**config.mk**
```make
export PLATFORM = sky130hd
export DESIGN_NAME = a429_tx_serializer
export DESIGN_NICKNAME = d
export VERILOG_FILES = /design/src/rtl/a429_tx_pkg.sv /design/src/rtl/a429_tx_format.sv /design/src/rtl/a429_tx_timer.sv /design/src/rtl/a429_tx_serializer.sv
export SDC_FILE = /design/constraint.sdc
export NUM_CORES = 1
export LEC_CHECK = 0
export BUFFER_PORTS_ARGS = -buffer_cell sky130_fd_sc_hd__buf_2
export CAP_MARGIN = 10
export CORE_MARGIN = 3
export CORE_UTILIZATION = 45
export DETAILED_ROUTE_END_ITERATION = 16
export PLACE_DENSITY = 0.77
export SYNTH_ARGS = -nofsm -noshare
export SYNTH_HDL_FRONTEND = slang
export SYNTH_SLANG_ARGS = --single-unit
```
**constraint.sdc**
```tcl
create_clock -name clk -period 1.9 [get_ports clk]
set_input_delay 0.19 -clock clk [delete_from_list [all_inputs] [get_ports clk]]
set_output_delay 0.19 -clock clk [all_outputs]
set_load 0.005 [all_outputs]
```
**src/rtl/a429_tx_pkg.sv**
```systemverilog
package a429_tx_pkg;
   typedef enum logic [1:0] {
      PH_IDLE = 2'd0,
      PH_BITS = 2'd1,
      PH_GAP  = 2'd2
   } tx_phase_t;
endpackage

```
**src/rtl/a429_tx_format.sv**
```systemverilog
module a429_tx_format #(
   parameter int WORD_W     = 32,
   parameter bit HAS_PARITY = 1'b1
) (
   input  logic [WORD_W-1:0] raw,
   input  logic              par_en,
   input  logic              par_even,
   output logic [WORD_W-1:0] word
);
   initial begin
      assert (WORD_W >= 2) else $error("WORD_W must be at least 2");
   end

   generate
      if (HAS_PARITY) begin : g_parity
         logic par_bit;
         // Ones among the first WORD_W-1 bits, flipped for odd sense.
         assign par_bit = (^raw[WORD_W-2:0]) ^ ~par_even;
         assign word    = par_en ? {par_bit, raw[WORD_W-2:0]} : raw;
      end else begin : g_plain
         logic unused_par;
         assign unused_par = par_en ^ par_even;
         assign word       = raw;
      end
   endgenerate
endmodule

```
**src/rtl/a429_tx_timer.sv**
```systemverilog
module a429_tx_timer #(
   parameter int HS_DIV   = 10,
   parameter int LS_DIV   = 80,
   parameter int GAP_BITS = 4
) (
   input  logic clk,
   input  logic rst_n,
   input  logic hold,
   input  logic slow,
   input  logic gap,
   output logic null_half,
   output logic period_end
);
   localparam int LS_GAP = LS_DIV * GAP_BITS;
   localparam int HS_GAP = HS_DIV * GAP_BITS;
   localparam int CW     = $clog2(LS_GAP + 1);

   initial begin
      assert (HS_DIV >= 2 && HS_DIV % 2 == 0) else $error("HS_DIV must be even and >= 2");
      assert (LS_DIV >= HS_DIV && LS_DIV % 2 == 0) else $error("LS_DIV must be even and >= HS_DIV");
      assert (GAP_BITS >= 1) else $error("GAP_BITS must be >= 1");
   end

   logic [CW-1:0] tick_q;
   logic [CW-1:0] limit_m1;
   logic [CW-1:0] half;

   always_comb begin
      case ({gap, slow})
         2'b00:   limit_m1 = CW'(HS_DIV - 1);
         2'b01:   limit_m1 = CW'(LS_DIV - 1);
         2'b10:   limit_m1 = CW'(HS_GAP - 1);
         default: limit_m1 = CW'(LS_GAP - 1);
      endcase
      half = slow ? CW'(LS_DIV / 2) : CW'(HS_DIV / 2);
   end

   assign period_end = (tick_q == limit_m1);
   assign null_half  = (tick_q >= half);

   always_ff @(posedge clk or negedge rst_n) begin
      if (!rst_n)                  tick_q <= '0;
      else if (hold || period_end) tick_q <= '0;
      else                         tick_q <= tick_q + 1'b1;
   end


   tick_in_range_chk: assert property (@(posedge clk) disable iff (!rst_n)
      tick_q <= limit_m1);
endmodule

```
**src/rtl/a429_tx_serializer.sv**
```systemverilog
module a429_tx_serializer #(
   parameter int WORD_W     = 32,
   parameter int HS_DIV     = 10,
   parameter int LS_DIV     = 80,
   parameter int GAP_BITS   = 4,
   parameter bit HAS_PARITY = 1'b1
) (
   input  logic              clk,
   input  logic              rst_n,
   input  logic              slow_mode,
   input  logic              par_en,
   input  logic              par_even,
   input  logic              tx_enable,
   input  logic              force_null,
   input  logic              in_valid,
   input  logic [WORD_W-1:0] in_data,
   output logic              in_ready,
   output logic              line_a,
   output logic              line_b,
   output logic              drained
);
   import a429_tx_pkg::*;

   localparam int BW = $clog2(WORD_W);

   tx_phase_t         phase_q;
   logic [WORD_W-1:0] sr_q;
   logic [WORD_W-1:0] fmt_word;
   logic [BW-1:0]     bit_q;
   logic              slow_q;
   logic              accept;
   logic              null_half;
   logic              period_end;
   logic              data_half;

   a429_tx_format #(.WORD_W(WORD_W), .HAS_PARITY(HAS_PARITY)) u_format (
      .raw      (in_data),
      .par_en   (par_en),
      .par_even (par_even),
      .word     (fmt_word)
   );

   a429_tx_timer #(.HS_DIV(HS_DIV), .LS_DIV(LS_DIV), .GAP_BITS(GAP_BITS)) u_timer (
      .clk        (clk),
      .rst_n      (rst_n),
      .hold       (phase_q == PH_IDLE),
      .slow       (slow_q),
      .gap        (phase_q == PH_GAP),
      .null_half  (null_half),
      .period_end (period_end)
   );

   assign in_ready = tx_enable && (phase_q == PH_IDLE);
   assign accept   = in_valid && in_ready;
   assign drained  = (phase_q == PH_IDLE) && !in_valid;

   always_ff @(posedge clk or negedge rst_n) begin
      if (!rst_n) begin
         phase_q <= PH_IDLE;
         sr_q    <= '0;
         bit_q   <= '0;
         slow_q  <= 1'b0;
      end else begin
         case (phase_q)
            PH_IDLE: if (accept) begin
               phase_q <= PH_BITS;
               sr_q    <= fmt_word;
               bit_q   <= '0;
               slow_q  <= slow_mode;
            end
            PH_BITS: if (period_end) begin
               sr_q <= sr_q >> 1;
               if (bit_q == BW'(WORD_W - 1)) phase_q <= PH_GAP;
               else                          bit_q   <= bit_q + 1'b1;
            end
            PH_GAP: if (period_end) phase_q <= PH_IDLE;
            default: phase_q <= PH_IDLE;
         endcase
      end
   end

   assign data_half = (phase_q == PH_BITS) && !null_half && !force_null;
   assign line_a    = data_half && sr_q[0];
   assign line_b    = data_half && !sr_q[0];


   ab_exclusive_chk: assert property (@(posedge clk) disable iff (!rst_n)
      !(line_a && line_b));


   forced_null_chk: assert property (@(posedge clk) disable iff (!rst_n)
      force_null |-> (!line_a && !line_b));


   busy_after_take_chk: assert property (@(posedge clk) disable iff (!rst_n)
      accept |=> !in_ready);


   drained_drop_chk: assert property (@(posedge clk) disable iff (!rst_n)
      accept |=> !drained);


   gap_quiet_chk: assert property (@(posedge clk) disable iff (!rst_n)
      (phase_q == PH_GAP) |-> (!line_a && !line_b));
endmodule

```
==> flow_summary.yaml <==
clocking:
  tritoncts: "done"
  ctsHtreeMaxLevel: 2
  numCtsBuffers: 5
  cts_sinks: 49
  clk_pin_slew_ns: 0.09
  cts.path.max_buffers: 2
  clkLatencyLatePin_ns: 0.30
  cts_root_buffer: "clkbuf_8"
floorplan:
  start_util_pct: 46.9
  die_height_um: 85.0
  fp.coreArea_um2: 5990
  placement_rows: 28
  dieArea_um2: 7230
  design.portCount: 44
  chipWidth_um: 85.0
route:
  route.detailed.drc: 0
  drt_wl_total_um: 6760
  met3_length_um: 254
  drt_pre_antenna_iters: 4
  wl_per_cell_um: 16.0
  topRoutingLayerUsed: "met4"
  route.vias.total: 2262
  route.layer.met1.wl_um: 2930
  met2RoutedLength_um: 3440
  vias_per_cell: 5.35
  drt.antenna.violating_nets: 0
  detail_route.iter0.violations: 120
synth:
  synth_top_cell_area_share_pct: 43.6
  synthTopCellsByCount: "dfrtp_1, nor2_1, a21oi_1, mux2i_1, xnor2_1"
  dominantRegCellSynth: "dfrtp_1"
  synth_cell_type_count: 38
  synth_top_cell_by_area: "dfrtp_1"
  synth_area_per_cell_um2: 10.1
  post_synth_main_area_contributors: "dfrtp_1, mux2i_1, xnor2_1"
  async_reset_ff_share_pct: 100
  syn-num-nets: 324
  netlist_area_before_placement_um2: 2810
  gate_count_of_the_mapped_netlist: 277
  synth_most_common_cell: "dfrtp_1"
  flops_latches_synth: 49
  seq_area_frac_synth_pct: 43.6
  yosys_warnings: 0
  number_of_synthesized_flops_with_an_enable_pin: 0
worst_setup_path:
  max_incr_delay_on_cp_ns: 0.39
  crit_arrival_ns: 1.94
  critPathSlowestCell: "dfrtp_1"
  critPathMostFrequentCell: "nor2b_1"
  startpoint_type: "register"
  worstSetupEndpointType: "output port"
  worst-endpoint-required_ns: 1.71
  crit_type: "reg2out"
  crit_fanout: 5
  timing.critical_path.cells: "inv_2, buf_4, ha_1, nor2b_1, o31ai_1, and4b_1, nor2b_1, buf_2"
hold_path:
  hold_class: "in2reg"
layout:
  finish.net_count: 394
  layout-drive-gt1-share_pct: 40.5
  layout-area-overhead-vs-synth_pct: 35.7
  seq_area_um2: 1230
  finalInstanceArea_um2: 3820
  fin_util_pct: 63.7
  number_of_filler_cells_placed_in_the_layout: 449
  area_of_the_multi_input_gates_um2: 1740
  antenna_fix_cells: 0
global_route:
  largest_net_degree_at_the_start_of_global_routing: 31
  grt_pass1_vias: 2300
  grt_first_pass_wirelength_um: 10700
  number_of_antenna_violations_at_the_first_check_in_global_routing: 0
  globalRoute.totalOverflow: 0
  grt_util_all_layers_pct: 18.1
timing:
  setup_slack_ns: -0.234
  drv_slew: 0
  worstMarginPinSlew_ns: 0.472
  timing.final.crit_period_ns: 2.13
  grt_setup_unrepaired: "true"
  timing.final.setup_violations: 39
  max_slew_margin_pct: 68.6
  timing.fmax_ghz: 0.469
  timing_hold_violations_final: 0
  clock_skew_ns: 0.00551
  fin_crit_sh_pct: 112
placement:
  gp_congestion: 0.820
  placed_area_um2: 3220
  place.port_buffers: 43
  post-dp-hpwl_um: 4000
status:
  violations: "negative setup slack"
  run_status: "finished with violations"
pwr:
  power.density_nw_per_um2: 1290
  power.ir.vdd_worst_v: 0.000853
  power_leakage_nw: 1.80
run:
  drv_cap: 0
## power breakdown
group          switching, mW  internal [mW]  total, mW
logic                   1.16           1.30       2.46
registers              0.391           1.45       1.84
clock network          0.358          0.256      0.614
## registers in the layout (all words and copies together) (netlist names)
| name | count |
|---|---|
| sr_q | 32 |
| phase_q | 2 |
| u_timer.tick_q | 9 |
| bit_q | 5 |
| slow_q | 1 |
## cells in the final DEF (no fill, tap or decap), drive strengths merged
| cell type | n |
|---|---|
| nand4b | 1 |
| nor3 | 2 |
| nor2b | 3 |
| and2b | 1 |
| buf | 72 |
| nand4 | 5 |
| nand3 | 5 |
| a2111oi | 1 |
| clkbuf | 8 |
| o31ai | 2 |
| xor2 | 10 |
| nor4 | 1 |
| ha | 7 |
| dlygate4sd3 | 1 |
| and2 | 3 |
| o21ai | 4 |
| o22ai | 2 |
| nand2b | 3 |
| a211oi | 1 |
| inv | 7 |
| and4b | 1 |
| nor2 | 44 |
| clkinv | 2 |
| a21boi | 1 |
| and3 | 2 |
| a22o | 3 |
| mux2 | 2 |
| a21oi | 39 |
| xnor2 | 28 |
| nand2 | 5 |
| dfrtp | 49 |
| mux2i | 33 |
## timing repair
| item | in CTS | in global routing |
|---|---|---|
| hold buffers | 1 | 0 |
| gates cloned | 4 | 2 |
| setup endpoints to repair | 32 | 48 |
| resized for setup | 15 | 59 |
| pin swaps | 6 | 4 |
| hold endpoints to repair | 19 | 0 |
| setup buffers | 7 | 1 |
## cells by family (layout without fill, tap and decap cells)
kind of cell    after synthesis  in the layout  share of synthesized area, %
simple gates                 76             76                          13.0
compound gates               53             53                          12.1
flops                        49             49                          43.6
xor+xnor                     38             38                          11.8
mux                          35             35                          12.6
buf+inv                      19             90                          3.78
fa+ha+maj                     7              7                          3.12
## final timing paths
check                                          to  startpoint  cells past startpoint  slack (ns)
worst max register to register           sr_q[23]  phase_q[0]                     10       -0.23
max in group asynchronous       u_timer.tick_q[6]       rst_n                      3        1.01
worst min-delay path                       slow_q   slow_mode                      2        0.12
min in group asynchronous                sr_q[21]       rst_n                      2        0.36
worst max-delay path                       line_b      slow_q                      8       -0.23
worst min register to register           bit_q[4]    bit_q[4]                      1        0.53
## cell type report
cell class	instances	share of cell area, %
clock buffers	6	1.90
clock inverters	2	0.262
inverters	7	0.689
multi-input cells	209	45.5
flip-flops and latches	49	32.2
well taps	75	2.46
repair buffers	75	17.0
## stage by stage
stage	hold WS, ns	setup TNS, ns	setup slack (ns)	instances	power (mW)
2_1_floorplan	-0.106	0	0.00183	277	2.96
3_3_place_gp	0.168	0	0.00442	401	3.33
3_5_place_dp	0.177	-0.569	-0.0582	401	3.41
4_1_cts	0.120	-6.68	-0.233	421	4.34
5_1_grt	0.124	-10.50	-0.326	423	5.24
6_report	0.119	-6.38	-0.234	423	4.91
## layer usage
layer  vias to the layer above  GRT usage, %
met5                         -             0
met4                         0          6.33
li1                       1092             -
met3                        14          3.59
met1                      1113          23.2
met2                        43          30.5
## critical path: cells and delay by family (launching register included)
| family | cells | cell delay (ns) |
|---|---|---|
| AOI/OAI and AO/OA | 1 | 0.17 |
| adders and majority gates | 1 | 0.27 |
| buffers and inverters | 3 | 0.33 |
| DFF | 1 | 0.39 |
| and+or+nand+nor | 3 | 0.47 |
(Power assumes the default switching activity.)
